File: config.mk
export PLATFORM = sky130hd
export DESIGN_NAME = i2cm_top
export DESIGN_NICKNAME = d
export VERILOG_FILES = /design/src/rtl/i2cm_pkg.sv /design/src/rtl/i2cm_clkdiv.sv /design/src/rtl/i2cm_busmon.sv /design/src/rtl/i2cm_engine.sv /design/src/rtl/i2cm_top.sv
export SDC_FILE = /design/constraint.sdc
export NUM_CORES = 1
export LEC_CHECK = 0
export BUFFER_PORTS_ARGS = -buffer_cell sky130_fd_sc_hd__buf_4
export CAP_MARGIN = 20
export CORE_MARGIN = 3
export CORE_UTILIZATION = 30
export DETAILED_ROUTE_END_ITERATION = 8
export GPL_TIMING_DRIVEN = 0
export PLACE_DENSITY = 0.44
export SKIP_LAST_GASP = 1
export SLEW_MARGIN = 25
export SYNTH_ARGS = -nofsm -noshare
export SYNTH_HDL_FRONTEND = slang
export SYNTH_SLANG_ARGS = --single-unit
File: constraint.sdc
create_clock -name clk -period 7.14 [get_ports clk]
set_input_delay 0.714 -clock clk [delete_from_list [all_inputs] [get_ports clk]]
set_output_delay 0.714 -clock clk [all_outputs]
set_load 0.03 [all_outputs]
File: src/rtl/i2cm_pkg.sv
package i2cm_pkg;
    localparam int OFF_OWN  = 'h00;
    localparam int OFF_DIV  = 'h04;
    localparam int OFF_CTL  = 'h08;
    localparam int OFF_STS  = 'h0C;
    localparam int OFF_DAT  = 'h10;
    localparam int OFF_FLT  = 'h14;

    localparam int CTL_EN   = 7;
    localparam int CTL_MST  = 5;
    localparam int CTL_TX   = 4;
    localparam int CTL_NAK  = 3;
    localparam int CTL_RS   = 2;

    localparam logic [5:0] DIV_RESET = 6'h31;
    localparam logic [5:0] FLT_RESET = 6'h01;

    typedef enum logic [2:0] {OP_START, OP_RSTART, OP_STOP, OP_WRITE, OP_READ} i2cm_op_e;
    typedef enum logic [2:0] {ST_IDLE, ST_START, ST_RSPRE, ST_STOP, ST_WAIT, ST_BIT} i2cm_st_e;
    typedef enum logic [1:0] {CND_NONE, CND_START, CND_RSTART, CND_STOP} i2cm_cond_e;
endpackage

File: src/rtl/i2cm_clkdiv.sv
module i2cm_clkdiv #(
    parameter int Q_W = 16
) (
    input  logic [5:0]     div_code,
    input  logic [5:0]     flt_val,
    output logic [Q_W-1:0] quarter
);
    logic [2:0] gsel;
    logic [2:0] aidx;
    logic [4:0] a_val;
    logic [5:0] c_eff;
    logic [8:0] three_c;
    logic [8:0] corr;
    logic [8:0] base;
    logic [3:0] sh;

    always_comb begin
        gsel = div_code[4:2];
        aidx = {div_code[5], div_code[1:0]};
        case (aidx)
            3'd0:    a_val = 5'd18;
            3'd1:    a_val = 5'd20;
            3'd2:    a_val = 5'd24;
            3'd3:    a_val = 5'd30;
            3'd4:    a_val = 5'd10;
            3'd5:    a_val = 5'd12;
            3'd6:    a_val = 5'd14;
            default: a_val = 5'd16;
        endcase
        c_eff   = (flt_val == 6'd0) ? 6'd1 : flt_val;
        three_c = 9'({c_eff, 1'b0}) + 9'(c_eff);
        sh      = {1'b0, gsel} + 4'd4;
        corr    = three_c >> sh;
        base    = 9'(a_val) + {corr[7:0], 1'b0};
        quarter = Q_W'(base) << ({1'b0, gsel} + 4'd2);
    end
endmodule

File: src/rtl/i2cm_busmon.sv
module i2cm_busmon (
    input  logic clk,
    input  logic rst_n,
    input  logic scl_in,
    input  logic sda_in,
    output logic busy
);
    typedef struct packed {
        logic scl;
        logic sda;
        logic busy;
    } mon_t;

    mon_t mon_d, mon_q;
    logic saw_start, saw_stop;

    always_comb begin
        mon_d     = mon_q;
        saw_start = mon_q.scl && scl_in && mon_q.sda && !sda_in;
        saw_stop  = mon_q.scl && scl_in && !mon_q.sda && sda_in;
        mon_d.scl = scl_in;
        mon_d.sda = sda_in;
        if (saw_start)     mon_d.busy = 1'b1;
        else if (saw_stop) mon_d.busy = 1'b0;
    end

    always_ff @(posedge clk or negedge rst_n) begin
        if (!rst_n) mon_q <= '{scl: 1'b1, sda: 1'b1, busy: 1'b0};
        else        mon_q <= mon_d;
    end

    assign busy = mon_q.busy;
endmodule

File: src/rtl/i2cm_engine.sv
module i2cm_engine
    import i2cm_pkg::*;
#(
    parameter int Q_W = 16
) (
    input  logic           clk,
    input  logic           rst_n,
    input  logic           abort,
    input  logic [Q_W-1:0] quarter,
    input  logic           cmd_valid,
    input  i2cm_op_e       cmd_op,
    input  logic [7:0]     cmd_data,
    input  logic           cmd_nack,
    input  logic           sda_in,
    output logic           ready,
    output logic           done,
    output logic [7:0]     rx_byte,
    output logic           rx_nack,
    output logic           arb_lost,
    output logic           scl_low,
    output logic           sda_low
);
    localparam int NBITS = 9;

    typedef struct packed {
        i2cm_st_e         st;
        logic [1:0]       ph;
        logic [Q_W-1:0]   cnt;
        logic [3:0]       bitn;
        logic [NBITS-1:0] tx;
        logic [NBITS-1:0] rx;
        logic             wr;
        logic             scl_low;
        logic             sda_low;
        logic             done;
        logic             al;
    } eng_t;

    eng_t eng_d, eng_q;
    logic tick;

    always_comb begin
        eng_d      = eng_q;
        eng_d.done = 1'b0;
        eng_d.al   = 1'b0;
        tick       = (eng_q.cnt == quarter - Q_W'(1));
        if (eng_q.st == ST_IDLE || eng_q.st == ST_WAIT) eng_d.cnt = '0;
        else eng_d.cnt = tick ? '0 : eng_q.cnt + Q_W'(1);
        if (tick) eng_d.ph = eng_q.ph + 2'd1;

        case (eng_q.st)
            ST_IDLE: begin
                eng_d.scl_low = 1'b0;
                eng_d.sda_low = 1'b0;
                eng_d.ph      = 2'd0;
                if (cmd_valid && cmd_op == OP_START) eng_d.st = ST_START;
            end
            ST_WAIT: begin
                eng_d.ph   = 2'd0;
                eng_d.bitn = 4'd0;
                if (cmd_valid) begin
                    case (cmd_op)
                        OP_RSTART: eng_d.st = ST_RSPRE;
                        OP_STOP:   eng_d.st = ST_STOP;
                        OP_WRITE: begin
                            eng_d.st = ST_BIT;
                            eng_d.tx = {cmd_data, 1'b1};
                            eng_d.wr = 1'b1;
                        end
                        OP_READ: begin
                            eng_d.st = ST_BIT;
                            eng_d.tx = {8'hFF, cmd_nack};
                            eng_d.wr = 1'b0;
                        end
                        default: eng_d.st = ST_WAIT;
                    endcase
                end
            end
            ST_START: if (tick) begin
                if (eng_q.ph == 2'd1) eng_d.sda_low = 1'b1;
                if (eng_q.ph == 2'd3) begin
                    eng_d.st      = ST_WAIT;
                    eng_d.scl_low = 1'b1;
                end
            end
            ST_RSPRE: if (tick) begin
                if (eng_q.ph == 2'd0) eng_d.sda_low = 1'b0;
                if (eng_q.ph == 2'd1) eng_d.scl_low = 1'b0;
                if (eng_q.ph == 2'd3) eng_d.st = ST_START;
            end
            ST_STOP: if (tick) begin
                if (eng_q.ph == 2'd0) eng_d.sda_low = 1'b1;
                if (eng_q.ph == 2'd1) eng_d.scl_low = 1'b0;
                if (eng_q.ph == 2'd3) begin
                    eng_d.sda_low = 1'b0;
                    eng_d.st      = ST_IDLE;
                end
            end
            ST_BIT: if (tick) begin
                case (eng_q.ph)
                    2'd0: eng_d.sda_low = ~eng_q.tx[NBITS-1];
                    2'd1: eng_d.scl_low = 1'b0;
                    2'd2: begin
                        eng_d.rx = {eng_q.rx[NBITS-2:0], sda_in};
                        if (eng_q.wr && eng_q.bitn != 4'(NBITS-1) &&
                            eng_q.tx[NBITS-1] && !sda_in) begin
                            eng_d.st      = ST_IDLE;
                            eng_d.al      = 1'b1;
                            eng_d.scl_low = 1'b0;
                            eng_d.sda_low = 1'b0;
                        end
                    end
                    default: begin
                        eng_d.scl_low = 1'b1;
                        eng_d.tx      = {eng_q.tx[NBITS-2:0], 1'b1};
                        if (eng_q.bitn == 4'(NBITS-1)) begin
                            eng_d.st   = ST_WAIT;
                            eng_d.done = 1'b1;
                        end else begin
                            eng_d.bitn = eng_q.bitn + 4'd1;
                        end
                    end
                endcase
            end
            default: eng_d.st = ST_IDLE;
        endcase

        if (abort) begin
            eng_d.st      = ST_IDLE;
            eng_d.scl_low = 1'b0;
            eng_d.sda_low = 1'b0;
        end
    end

    always_ff @(posedge clk or negedge rst_n) begin
        if (!rst_n) eng_q <= '{st: ST_IDLE, default: '0};
        else        eng_q <= eng_d;
    end

    assign ready    = (eng_q.st == ST_IDLE) || (eng_q.st == ST_WAIT);
    assign done     = eng_q.done;
    assign rx_byte  = eng_q.rx[NBITS-1:1];
    assign rx_nack  = eng_q.rx[0];
    assign arb_lost = eng_q.al;
    assign scl_low  = eng_q.scl_low;
    assign sda_low  = eng_q.sda_low;

    AST_SDA_MOVES_LOW_ONLY: assert property (@(posedge clk) disable iff (!rst_n || abort)
        (!$stable(eng_q.sda_low) && !eng_q.scl_low && !$past(eng_q.scl_low))
        |-> ($past(eng_q.st) == ST_START || $past(eng_q.st) == ST_STOP));
    AST_DONE_AFTER_BIT: assert property (@(posedge clk) disable iff (!rst_n)
        eng_q.done |-> $past(eng_q.st) == ST_BIT);
    AST_AL_RELEASES: assert property (@(posedge clk) disable iff (!rst_n)
        eng_q.al |-> ($past(eng_q.wr) && !eng_q.scl_low && !eng_q.sda_low));
    AST_WAIT_HOLDS_SCL: assert property (@(posedge clk) disable iff (!rst_n || abort)
        (eng_q.st == ST_WAIT) |-> eng_q.scl_low);
endmodule

File: src/rtl/i2cm_top.sv
module i2cm_top
    import i2cm_pkg::*;
#(
    parameter int ADDR_W = 5,
    parameter int Q_W    = 16
) (
    input  logic              clk,
    input  logic              rst_n,
    input  logic [ADDR_W-1:0] reg_addr,
    input  logic              reg_wr,
    input  logic              reg_rd,
    input  logic [7:0]        reg_wdata,
    output logic [7:0]        reg_rdata,
    input  logic              scl_in,
    input  logic              sda_in,
    output logic              scl_oe,
    output logic              sda_oe
);
    localparam int QMIN = 40;

    typedef struct packed {
        logic [6:0] own;
        logic [5:0] dv;
        logic [5:0] flt;
        logic       en;
        logic       msta;
        logic       mtx;
        logic       txak;
        logic       mcf;
        logic       mal;
        logic       mif;
        logic       rxak;
        logic [7:0] data;
        i2cm_cond_e cond;
        logic       bpend;
        logic       bwr;
    } regs_t;

    regs_t reg_d, reg_q;

    logic [Q_W-1:0] quarter;
    logic           busy;
    logic           eng_ready, eng_done, eng_rx_nack, eng_al;
    logic [7:0]     eng_rx;
    logic           cmd_valid;
    i2cm_op_e       cmd_op;
    logic           sts_write;

    i2cm_clkdiv #(.Q_W(Q_W)) u_div (
        .div_code (reg_q.dv),
        .flt_val  (reg_q.flt),
        .quarter  (quarter)
    );

    i2cm_busmon u_mon (
        .clk    (clk),
        .rst_n  (rst_n),
        .scl_in (scl_in),
        .sda_in (sda_in),
        .busy   (busy)
    );

    i2cm_engine #(.Q_W(Q_W)) u_eng (
        .clk       (clk),
        .rst_n     (rst_n),
        .abort     (!reg_q.en),
        .quarter   (quarter),
        .cmd_valid (cmd_valid),
        .cmd_op    (cmd_op),
        .cmd_data  (reg_q.data),
        .cmd_nack  (reg_q.txak),
        .sda_in    (sda_in),
        .ready     (eng_ready),
        .done      (eng_done),
        .rx_byte   (eng_rx),
        .rx_nack   (eng_rx_nack),
        .arb_lost  (eng_al),
        .scl_low   (scl_oe),
        .sda_low   (sda_oe)
    );

    always_comb begin
        cmd_valid = eng_ready && reg_q.en && (reg_q.cond != CND_NONE || reg_q.bpend);
        case (reg_q.cond)
            CND_START:  cmd_op = OP_START;
            CND_RSTART: cmd_op = OP_RSTART;
            CND_STOP:   cmd_op = OP_STOP;
            default:    cmd_op = reg_q.bwr ? OP_WRITE : OP_READ;
        endcase
    end

    assign sts_write = reg_wr && (int'(reg_addr) == OFF_STS);

    always_comb begin
        reg_d = reg_q;
        if (cmd_valid) begin
            if (reg_q.cond != CND_NONE) begin
                reg_d.cond = CND_NONE;
            end else begin
                reg_d.bpend = 1'b0;
                reg_d.mcf   = 1'b0;
            end
        end

        if (reg_wr) begin
            case (int'(reg_addr))
                OFF_OWN: reg_d.own = reg_wdata[7:1];
                OFF_DIV: reg_d.dv  = reg_wdata[5:0];
                OFF_FLT: reg_d.flt = reg_wdata[5:0];
                OFF_STS: begin
                    reg_d.mal = reg_wdata[4];
                    reg_d.mif = reg_wdata[1];
                end
                OFF_CTL: begin
                    reg_d.en   = reg_wdata[CTL_EN];
                    reg_d.mtx  = reg_wdata[CTL_TX];
                    reg_d.txak = reg_wdata[CTL_NAK];
                    reg_d.msta = reg_wdata[CTL_MST] && reg_wdata[CTL_EN];
                    if (!reg_wdata[CTL_EN]) begin
                        reg_d.cond  = CND_NONE;
                        reg_d.bpend = 1'b0;
                    end else if (!reg_q.msta && reg_wdata[CTL_MST]) begin
                        reg_d.cond = CND_START;
                    end else if (reg_q.msta && reg_wdata[CTL_MST] && reg_wdata[CTL_RS]) begin
                        reg_d.cond = CND_RSTART;
                    end else if (reg_q.msta && !reg_wdata[CTL_MST]) begin
                        reg_d.cond = CND_STOP;
                    end
                end
                OFF_DAT: begin
                    reg_d.data = reg_wdata;
                    if (reg_q.en && reg_q.mtx) begin
                        reg_d.bpend = 1'b1;
                        reg_d.bwr   = 1'b1;
                    end
                end
                default: reg_d.data = reg_q.data;
            endcase
        end

        if (reg_rd && int'(reg_addr) == OFF_DAT && reg_q.en && !reg_q.mtx) begin
            reg_d.bpend = 1'b1;
            reg_d.bwr   = 1'b0;
        end

        if (eng_done) begin
            reg_d.mcf  = 1'b1;
            reg_d.mif  = 1'b1;
            reg_d.rxak = eng_rx_nack;
            if (!reg_q.bwr) reg_d.data = eng_rx;
        end
        if (eng_al) begin
            reg_d.mal   = 1'b1;
            reg_d.mif   = 1'b1;
            reg_d.mcf   = 1'b1;
            reg_d.msta  = 1'b0;
            reg_d.cond  = CND_NONE;
            reg_d.bpend = 1'b0;
        end
    end

    always_ff @(posedge clk or negedge rst_n) begin
        if (!rst_n) begin
            reg_q      <= '{cond: CND_NONE, default: '0};
            reg_q.dv   <= DIV_RESET;
            reg_q.flt  <= FLT_RESET;
            reg_q.mcf  <= 1'b1;
        end else begin
            reg_q <= reg_d;
        end
    end

    always_comb begin
        case (int'(reg_addr))
            OFF_OWN: reg_rdata = {reg_q.own, 1'b0};
            OFF_DIV: reg_rdata = {2'b00, reg_q.dv};
            OFF_FLT: reg_rdata = {2'b00, reg_q.flt};
            OFF_CTL: reg_rdata = {reg_q.en, 1'b0, reg_q.msta, reg_q.mtx, reg_q.txak, 3'b000};
            OFF_STS: reg_rdata = {reg_q.mcf, 1'b0, busy, reg_q.mal, 2'b00, reg_q.mif, reg_q.rxak};
            OFF_DAT: reg_rdata = reg_q.data;
            default: reg_rdata = 8'h00;
        endcase
    end

    AST_AL_DROPS_MASTER: assert property (@(posedge clk) disable iff (!rst_n)
        (eng_al && !reg_wr) |=> !reg_q.msta);
    AST_FLAG_STICKY: assert property (@(posedge clk) disable iff (!rst_n)
        (reg_q.mif && !sts_write) |=> reg_q.mif);
    AST_QUARTER_FLOOR: assert property (@(posedge clk) disable iff (!rst_n)
        quarter >= Q_W'(QMIN));
endmodule

---- Word-level counts from Yosys, hierarchy flattened ----
Index checks and enable logic that the tools add are counted.
cells by class
  muxes and demuxes ....................... 81
  equality and inequality tests ........... 54
  $add $sub $neg .......................... 8
  reductions and logical operators ........ 67
  bitwise logic cells ..................... 1
  shift operators ......................... 2
operators by type and width
  kind                                                                    number
  3-bit two-way mux                                                       18
  8-bit one-hot mux with 6 select lines                                   1
  2-bit two-way mux                                                       18
  5-bit one-hot mux with 7 select lines                                   1
  16-bit two-way mux                                                      2
  3-bit by 2-bit != test with 1-bit output (second input constant)        10
  13-bit one-hot mux with 2 select lines                                  1
  22-bit two-way mux                                                      1
  2-bit nonzero test                                                      11
  1-bit logical AND                                                       20
  1-bit two-way mux                                                       19
  3-bit by 2-bit equality test with 1-bit output (second input constant)  6
  3-bit equality test (second input constant)                             6
  9-bit two-way mux                                                       2
  3-bit one-hot mux with 3 select lines                                   2
  3-bit one-hot mux with 6 select lines                                   1
  9-bit one-hot mux with 2 select lines                                   1
  16-bit by 1-bit adder with 16-bit output (second input constant)        1
  16-bit equality test                                                    1
  8-bit two-way mux                                                       2
  2-bit AND reduction                                                     8
  9-bit by 4-bit << shifter with 16-bit output                            1
  16-bit by 1-bit subtractor with 16-bit output (second input constant)   1
  5-bit equality test (second input constant)                             3
  other kinds (46)                                                        76
word-level totals
  output and inout port bits .............. 10
  logic and storage cells ................. 242
  bits in registers ....................... 90
  input port bits ......................... 19

---- Longest topological paths before layout ----
Gate-level depths: netlist (run 1).
  depth after elaboration ................. 14
  gate-level depth with buffers ........... 32
  mapped depth without buffers ............ 30

---- Hierarchy ----
From an unflattened synthesis (run 1), not the netlist that was laid out.
second synthesis, totals
  cells, all modules ...................... 728
  area total of the unflattened synthesis .. 6,458.7 um^2
modules (own cells, without submodules)
  module       area each (um^2)  instances  cells an instance  sequential area each (um^2)
  i2cm_engine  3,308.2           1          366                1,201.2
  i2cm_top     2,130.8           1          220                982.2
  i2cm_clkdiv  908.4             1          135                0.0
  i2cm_busmon  111.4             1          7                  77.6

---- Worst setup path before layout (run 1) ----
OpenSTA, ideal clock, no wires.
  kind .................................... reg2reg
  start ................................... register reg_q[24]
  end ..................................... register u_eng.eng_q[47] (netlist bit)
  path buffers ............................ 1
  period minus slack after synthesis ...... 6,360 ps
  stages on the path, launching flop included .. 32
  library setup time ...................... 80 ps
  path slack .............................. 780 ps
  data arrival time ....................... 6,280 ps
  required time ........................... 7,060 ps
  cell sequence ........................... dfrtp_1 inv_1 ha_1 nand2_1 nor3_1 nor2_1 ha_1 a31o_2 a21oi_1 o21bai_1 a21oi_1 xnor2_1 nor2_1 a21oi_1 a211oi_1 ha_1 inv_1 fa_1 nor2b_1 nor3_1 nand2_1 ha_1 o21ai_0 o31ai_4 and4_1 a311o_1 a311oi_2 nand3_1 or4b_1 buf_2 o41a_1 o211ai_2
between the ends
  longest elaborated chain between the ends .. 10
  elaborated cells on any way between the ends .. 13
  classes of those cells .................. add/sub (3); eq/ne (5); shift (2); mux (1); reduce/logical (2)
ends and longest elaborated chain
  element                                             line                source
  start, declared                                     i2cm_top.sv:39      regs_t reg_d, reg_q;
  start signal, assigned                              i2cm_top.sv:169     reg_q <= reg_d;
  6-bit logical NOT                                   i2cm_clkdiv.sv:30   c_eff = (flt_val == 6'd0) ? 6'd1 : flt_val;
  6-bit two-way mux *                                 i2cm_clkdiv.sv:30
  7-bit by 6-bit adder with 8-bit output *            i2cm_clkdiv.sv:31   three_c = 9'({c_eff, 1'b0}) + 9'(c_eff);
  9-bit by 4-bit right shift with 8-bit output *      i2cm_clkdiv.sv:33   corr = three_c >> sh;
  5-bit by 9-bit adder with 9-bit output *            i2cm_clkdiv.sv:34   base = 9'(a_val) + {corr[7:0], 1'b0};
  9-bit by 4-bit << shifter with 16-bit output *      i2cm_clkdiv.sv:35   quarter = Q_W'(base) << ({1'b0, gsel} + 4'd2);
  16-bit by 1-bit subtractor with 16-bit output *     i2cm_engine.sv:46   tick = (eng_q.cnt == quarter - Q_W'(1));
  16-bit equality test *                              i2cm_engine.sv:46
  3-bit by 2-bit != test with 1-bit output (no line)  --
  12-bit AND reduction (no line) *                    --
  end signal, assigned                                i2cm_engine.sv:137  else eng_q <= eng_d;
  end, declared                                       i2cm_engine.sv:39   eng_t eng_d, eng_q;
Mark *: on every way between the ends. The rest lies on a longest branch, timed or not.
A chain may end at the register's enable or synchronous reset.

---- Worst setup path in the final report (run 1) ----
Same ends and word-level chain as after synthesis.

==> results of run 1 <==
worst max path at each step:
stage	start	slack, ps	end
floorplan	reg_q[24]	780	u_eng.eng_q[47]
global placement	reg_q[24]	-480	u_eng.sda_low
detailed placement	reg_q[24]	-460	u_eng.rx_byte[2]
CTS	reg_q[24]	40	u_eng.eng_q[18]
global route	reg_q[25]	-30	u_eng.rx_nack
finish	reg_q[24]	410	u_eng.eng_q[47]
critical path, delay by kind of cell, from the launching register on:
kind / cells / cell delay (ps)
AOI/OAI and AO/OA: 12 / 3040
and+or+nand+nor: 8 / 1410
adders and majority gates: 4 / 1080
DFF: 1 / 440
buffers and inverters: 3 / 350
xor gates and xnor gates: 2 / 340
cell usage in the layout (no fill, tap or decap), types with 12 or more instances in the layout:
master | netlist | final
a21oi_1 | 40 | 39
buf_4 | 0 | 38
clkbuf_1 | 25 | 25
dfrtp_1 | 83 | 82
ha_1 | 21 | 20
inv_1 | 25 | 24
mux2_2 | 29 | 29
nand2_1 | 70 | 70
nand2b_1 | 14 | 14
nand3_1 | 35 | 33
nand4_1 | 15 | 15
nor2_1 | 75 | 75
nor3_1 | 15 | 12
o211ai_1 | 13 | 13
o21ai_0 | 38 | 37
xnor2_1 | 21 | 21
xor2_1 | 16 | 15
per-layer routing:
| metal | GRT usage, % | vias up | part of all wire (%) |
|---|---|---|---|
| met2 | 27.4 | 126 | 47 |
| li1 | - | 2785 | - |
| met1 | 23.5 | 2893 | 48 |
| met4 | 3.90 | 0 | 0.97 |
| met5 | 0 | - | 0 |
| met3 | 2.84 | 14 | 3.5 |
report_power, final:
| group | internal, uW | total (uW) | switching, uW |
|---|---|---|---|
| registers | 566 | 627 | 61.5 |
| clock network | 251 | 489 | 239 |
| logic | 481 | 1210 | 728 |
per-stage QoR:
stage	instance area (um^2)	setup TNS [ps]	setup WS, ps
3_5_place_dp	6910	-9750	-462
6_report	7390	0	409
4_1_cts	7250	0	37.2
2_1_floorplan	6340	0	780
3_3_place_gp	6890	-11560	-475
5_1_grt	7390	-217	-31.9
flip-flops by register name, indices dropped and copies added, names as in the netlist:
register	cells
u_eng.scl_low	1
u_mon.mon_q	2
u_eng.rx_byte	8
u_mon.busy	1
u_eng.sda_low	1
u_eng.rx_nack	1
reg_q	39
u_eng.eng_q	35
u_eng.done	1
u_eng.arb_lost	1
cell families (layout without fill, tap and decap cells):
group           count (synthesis)  in the layout  synth area share, %
flops                          90             90                 35.6
mux                            38             38                 6.57
fa+ha+maj                      22             22                 4.46
buf+inv                        65            117                 4.04
xor+xnor                       37             37                 5.11
simple gates                  290            290                 23.3
compound gates                191            191                 20.9
what timing repair did:
action,4_1_cts,5_1_grt
pin swaps,0,9
gates cloned,0,0
buffers inserted,0,8
hold buffers,0,0
resized for setup,8,22
setup endpoints to repair,47,47
area by class of cell:
type                            instances  area (um^2)  area share [%]
Sequential cell                        90         2260            30.6
Tap cell                              270          338            4.57
Buffer                                 38          163            2.20
Inverter                               27          101            1.37
Multi-Input combinational cell        578         3950            53.4
Clock inverter                          7         78.8            1.07
Timing Repair Buffer                   36          274            3.71
Clock buffer                            9          225            3.05
==> results.yml, run 1 <==
status:
  status: "completed"
logic_synthesis:
  synth_top_cell_area_share_pct: 32.7
  ys.flop_type: "dfrtp_1"
  synth.distinct_cells: 76
  ys_warn_count: 0
  yosysTopAreaCell: "dfrtp_1"
  syn_area_um2: 6340
  ys_ff_latch: 90
  synth_edf_count: 0
  synthesis.nets: 774
  avgSynthCellArea_um2: 8.65
  synth-async-reset-ratio_pct: 100
  post-synth-top-count-cell: "dfrtp_1"
  ys_seq_area_share_pct: 35.6
  synthTopCellsByCount: "dfrtp_1, nor2_1, nand2_1, a21oi_1, o21ai_0"
  netlist_instances: 733
  netlist_top_cells_area: "dfrtp_1, mux2_2, nor2_1"
detailed_routing:
  wl_mm: 18.7
  viasPerCell: 5.51
  drt_first_iter_violations: 468
  drc: 0
  vias: 5818
  detail-route-antenna-nets: 0
  dr.pass1.iters: 5
  drt-wirelength-per-cell_um: 17.7
final_layout:
  final_nets: 821
  fin_cells: 1055
  antenna_cells: 0
  fin_util_pct: 36.1
  n_fill_cell: 2167
  area_growth_pct: 16.5
  drive_above_1_share_pct: 17.2
global_routing:
  grt_pass1_wl_mm: 30.7
  overflow: 0
  grt_max_degree: 91
  grt_pass1_vias: 5800
  gr-usage-all-layers_pct: 16.9
  antenna_found_initial: 0
place:
  dpl.cell_count: 1031
  gp_congestion: 0.859
  dp_hpwl_mm: 13.8
  port_buffers: 28
clocking:
  cts_buffer_depth: 2
  insertion_delay_ps: 350
  h-tree-depth: 3
  cts-buffers-inserted: 9
  cts.sinks: 90
  clockRootBuffer: "clkbuf_16"
  cts_tree: "yes"
  clk_pin_slew_ps: 70
critical_path:
  end_kind: "flop"
  slowest_delay_ps: 540
  r2r_cells: 29
  crit_required_ps: 7410
  cp-start-kind: "flop"
  cp.arrival_ps: 7000
  path_class: "flop to flop"
  worstPathMaxFanout: 7
  cp_slowest_cell: "or4b_1"
  reg2reg_to: "u_eng.eng_q[47]"
  r2r-start: "reg_q[24]"
  r2r_slack_ps: 410
timing:
  worst_slew_pin_slew_ps: 1020
  period_minus_slack_ps: 6730
  min_period_over_period_pct: 94.3
  max_freq_mhz: 149
  slew_headroom_pct: 31.8
  drv_slew: 0
  holdWs_ps: 433
  final-hold-violation-count: 0
  setup_viol: 0
  skew_ps: 12.1
floorplan:
  num_rows: 52
  pin_count: 29
  die-area_um2: 22900
  core_um2: 20500
  initial_core_util_pct: 30.9
  die_w_um: 151
  die_h_um: 151
pwr:
  powerDensity_nw_per_um2: 315
  power_leakage_uw: 0.00305
  fin_total_pwr_uw: 2330
  worst_ir_drop_vdd_mv: 0.118
min_path:
  hold_class: "primary input to asynchronous set/reset pin"
flow_run:
  cap_violations: 0
Power figures use the tool's default switching activity.
==> run 2, diff against run 1 <==
- PLACE_DENSITY: 0.44 -> 0.43
==> run 2 against run 1 <==
Effect of this change:
- highest routed layer unchanged
- critical path depth rose by 2
- largest power group unchanged
- worst setup slack improved by 49 ps
- utilization barely moved
- count of clock-buffer cells in the layout did not move
- non-clock buffer count fell by 2
- cell count fell by 0.19%
- clock power barely moved
- sequential cell count did not move
- routed wire length rose by 1.6%
==> results.yml, run 2 (synthesis results as in run 1) <==
status:
  status: "completed"
place:
  gp_congestion: 0.866
  port_buffers: 28
  dpl.cell_count: 1031
  dp_hpwl_mm: 13.8
  placed_area_um2: 6900
floorplan:
  pin_count: 29
  die-area_um2: 22900
  die_h_um: 151
  die_w_um: 151
  initial_core_util_pct: 30.9
  core_um2: 20500
  num_rows: 52
pwr:
  power_leakage_uw: 0.00304
  powerDensity_nw_per_um2: 313
  fin_total_pwr_uw: 2310
  worst_ir_drop_vdd_mv: 0.112
global_routing:
  overflow: 0
  grt_pass1_vias: 5682
  grt_pass1_wl_mm: 30.7
  gr-usage-all-layers_pct: 17.1
  grt_max_degree: 91
  antenna_found_initial: 0
clocking:
  insertion_delay_ps: 360
  clk_pin_slew_ps: 70
  cts.sinks: 90
  ctsHoldBuffers: 0
  clockRootBuffer: "clkbuf_16"
  h-tree-depth: 3
  cts_buffer_depth: 2
  cts_tree: "yes"
  cts-buffers-inserted: 9
detailed_routing:
  drt_first_iter_violations: 414
  viasPerCell: 5.51
  detail-route-antenna-nets: 0
  drc: 0
  wl_mm: 19.0
  drt-wirelength-per-cell_um: 18.0
  dr.pass1.iters: 7
  vias: 5806
timing:
  drv_slew: 0
  min_period_over_period_pct: 93.6
  skew_ps: 8.89
  setup_viol: 0
  worst_slew_pin_slew_ps: 887
  slew_headroom_pct: 40.8
  period_minus_slack_ps: 6680
  final-hold-violation-count: 0
  max_freq_mhz: 150
final_layout:
  area_growth_pct: 16.4
  largest_register_ffs: 39
  final_common_cell: "dfrtp_1"
  final_nets: 819
  final_cell_mix: "dfrtp_1, nor2_1, nand2_1"
  antenna_cells: 0
  regMostFlops: "reg_q"
  fin_cells: 1053
  final_cell_area_um2: 7380
  drive_above_1_share_pct: 17.6
critical_path:
  crit_start: "reg_q[25]"
  cp-start-kind: "flop"
  cp.arrival_ps: 6960
  r2r-start: "reg_q[25]"
  path_class: "flop to flop"
  crit_required_ps: 7420
  cpMostUsedCell: "ha_1"
  worstPathMaxFanout: 7
  slowest_delay_ps: 530
  end_kind: "flop"
  cp_slowest_cell: "or4b_1"
min_path:
  hold_class: "primary input to asynchronous set/reset pin"
flow_run:
  cap_violations: 0
-- run 2: changes by cell type in the layout (fill, tap and decap cells not counted), sizes merged --
cell,before,now
clkbuf,34,36
buf,49,45
-- run 2: per-stage QoR --
step	TNS (ps)	util, %	setup WS, ps	hold WS (ps)
4_1_cts	0	35.3	22.3	460
3_3_place_gp	-10880	33.6	-479	457
6_report	0	36.0	458	385
2_1_floorplan	0	-	780	418
3_5_place_dp	-8300	33.7	-455	457
5_1_grt	-117	36.0	-23.2	460
-- run 2: worst paths after layout --
| kind | endpoint | slack (ps) | cells after the start |
|---|---|---|---|
| setup / recovery | u_eng.eng_q[47] | 460 | 31 |
| hold / removal | reg_q[24] | 390 | 1 |
| setup reg to reg | u_eng.eng_q[47] | 460 | 31 |
| hold reg to reg | u_eng.sda_low | 490 | 1 |
| max in group asynchronous | u_eng.eng_q[27] | 6090 | 1 |
| min in group clk | u_mon.mon_q[2] | 480 | 1 |
-- run 2: report_power, final --
part	switching, uW	internal (uW)
logic	725	469
registers	63.5	566
clock network	240	249
-- run 2: worst max-delay path: cells and delay by family (launching register included) --
kind                       cells  cell delay (ps)
DFF                            1              460
adders and majority gates      5             1350
buffers and inverters          3              360
xor gates and xnor gates       1              160
AOI/OAI and AO/OA             12             2490
and+or+nand+nor               10             1780
-- run 2: timing repair --
| action | 4_1_cts | 5_1_grt |
|---|---|---|
| gates resized for setup | 7 | 24 |
| pin swaps | 0 | 9 |
| setup endpoints to repair | 39 | 47 |
| setup buffers | 0 | 6 |
-- run 2: layout make-up --
| type | instances | area [um^2] |
|---|---|---|
| flip-flops and latches | 90 | 2260 |
| inverters | 27 | 101 |
| multi-input cells | 578 | 3960 |
| clock buffers | 9 | 225 |
| clock inverters | 7 | 76.3 |
| well taps | 270 | 338 |
| repair buffers | 34 | 259 |
| plain buffers | 38 | 163 |
| fillers | 2163 | 13100 |
-- run 2: metal layers --
metal / vias to the layer above / GRT usage [%] / routed length [um]
li1: 2784 / - / -
met1: 2872 / 23.4 / 8760
met2: 136 / 27.8 / 9080
met3: 14 / 2.81 / 918
met4: 0 / 4.62 / 227
met5: - / 0 / 0
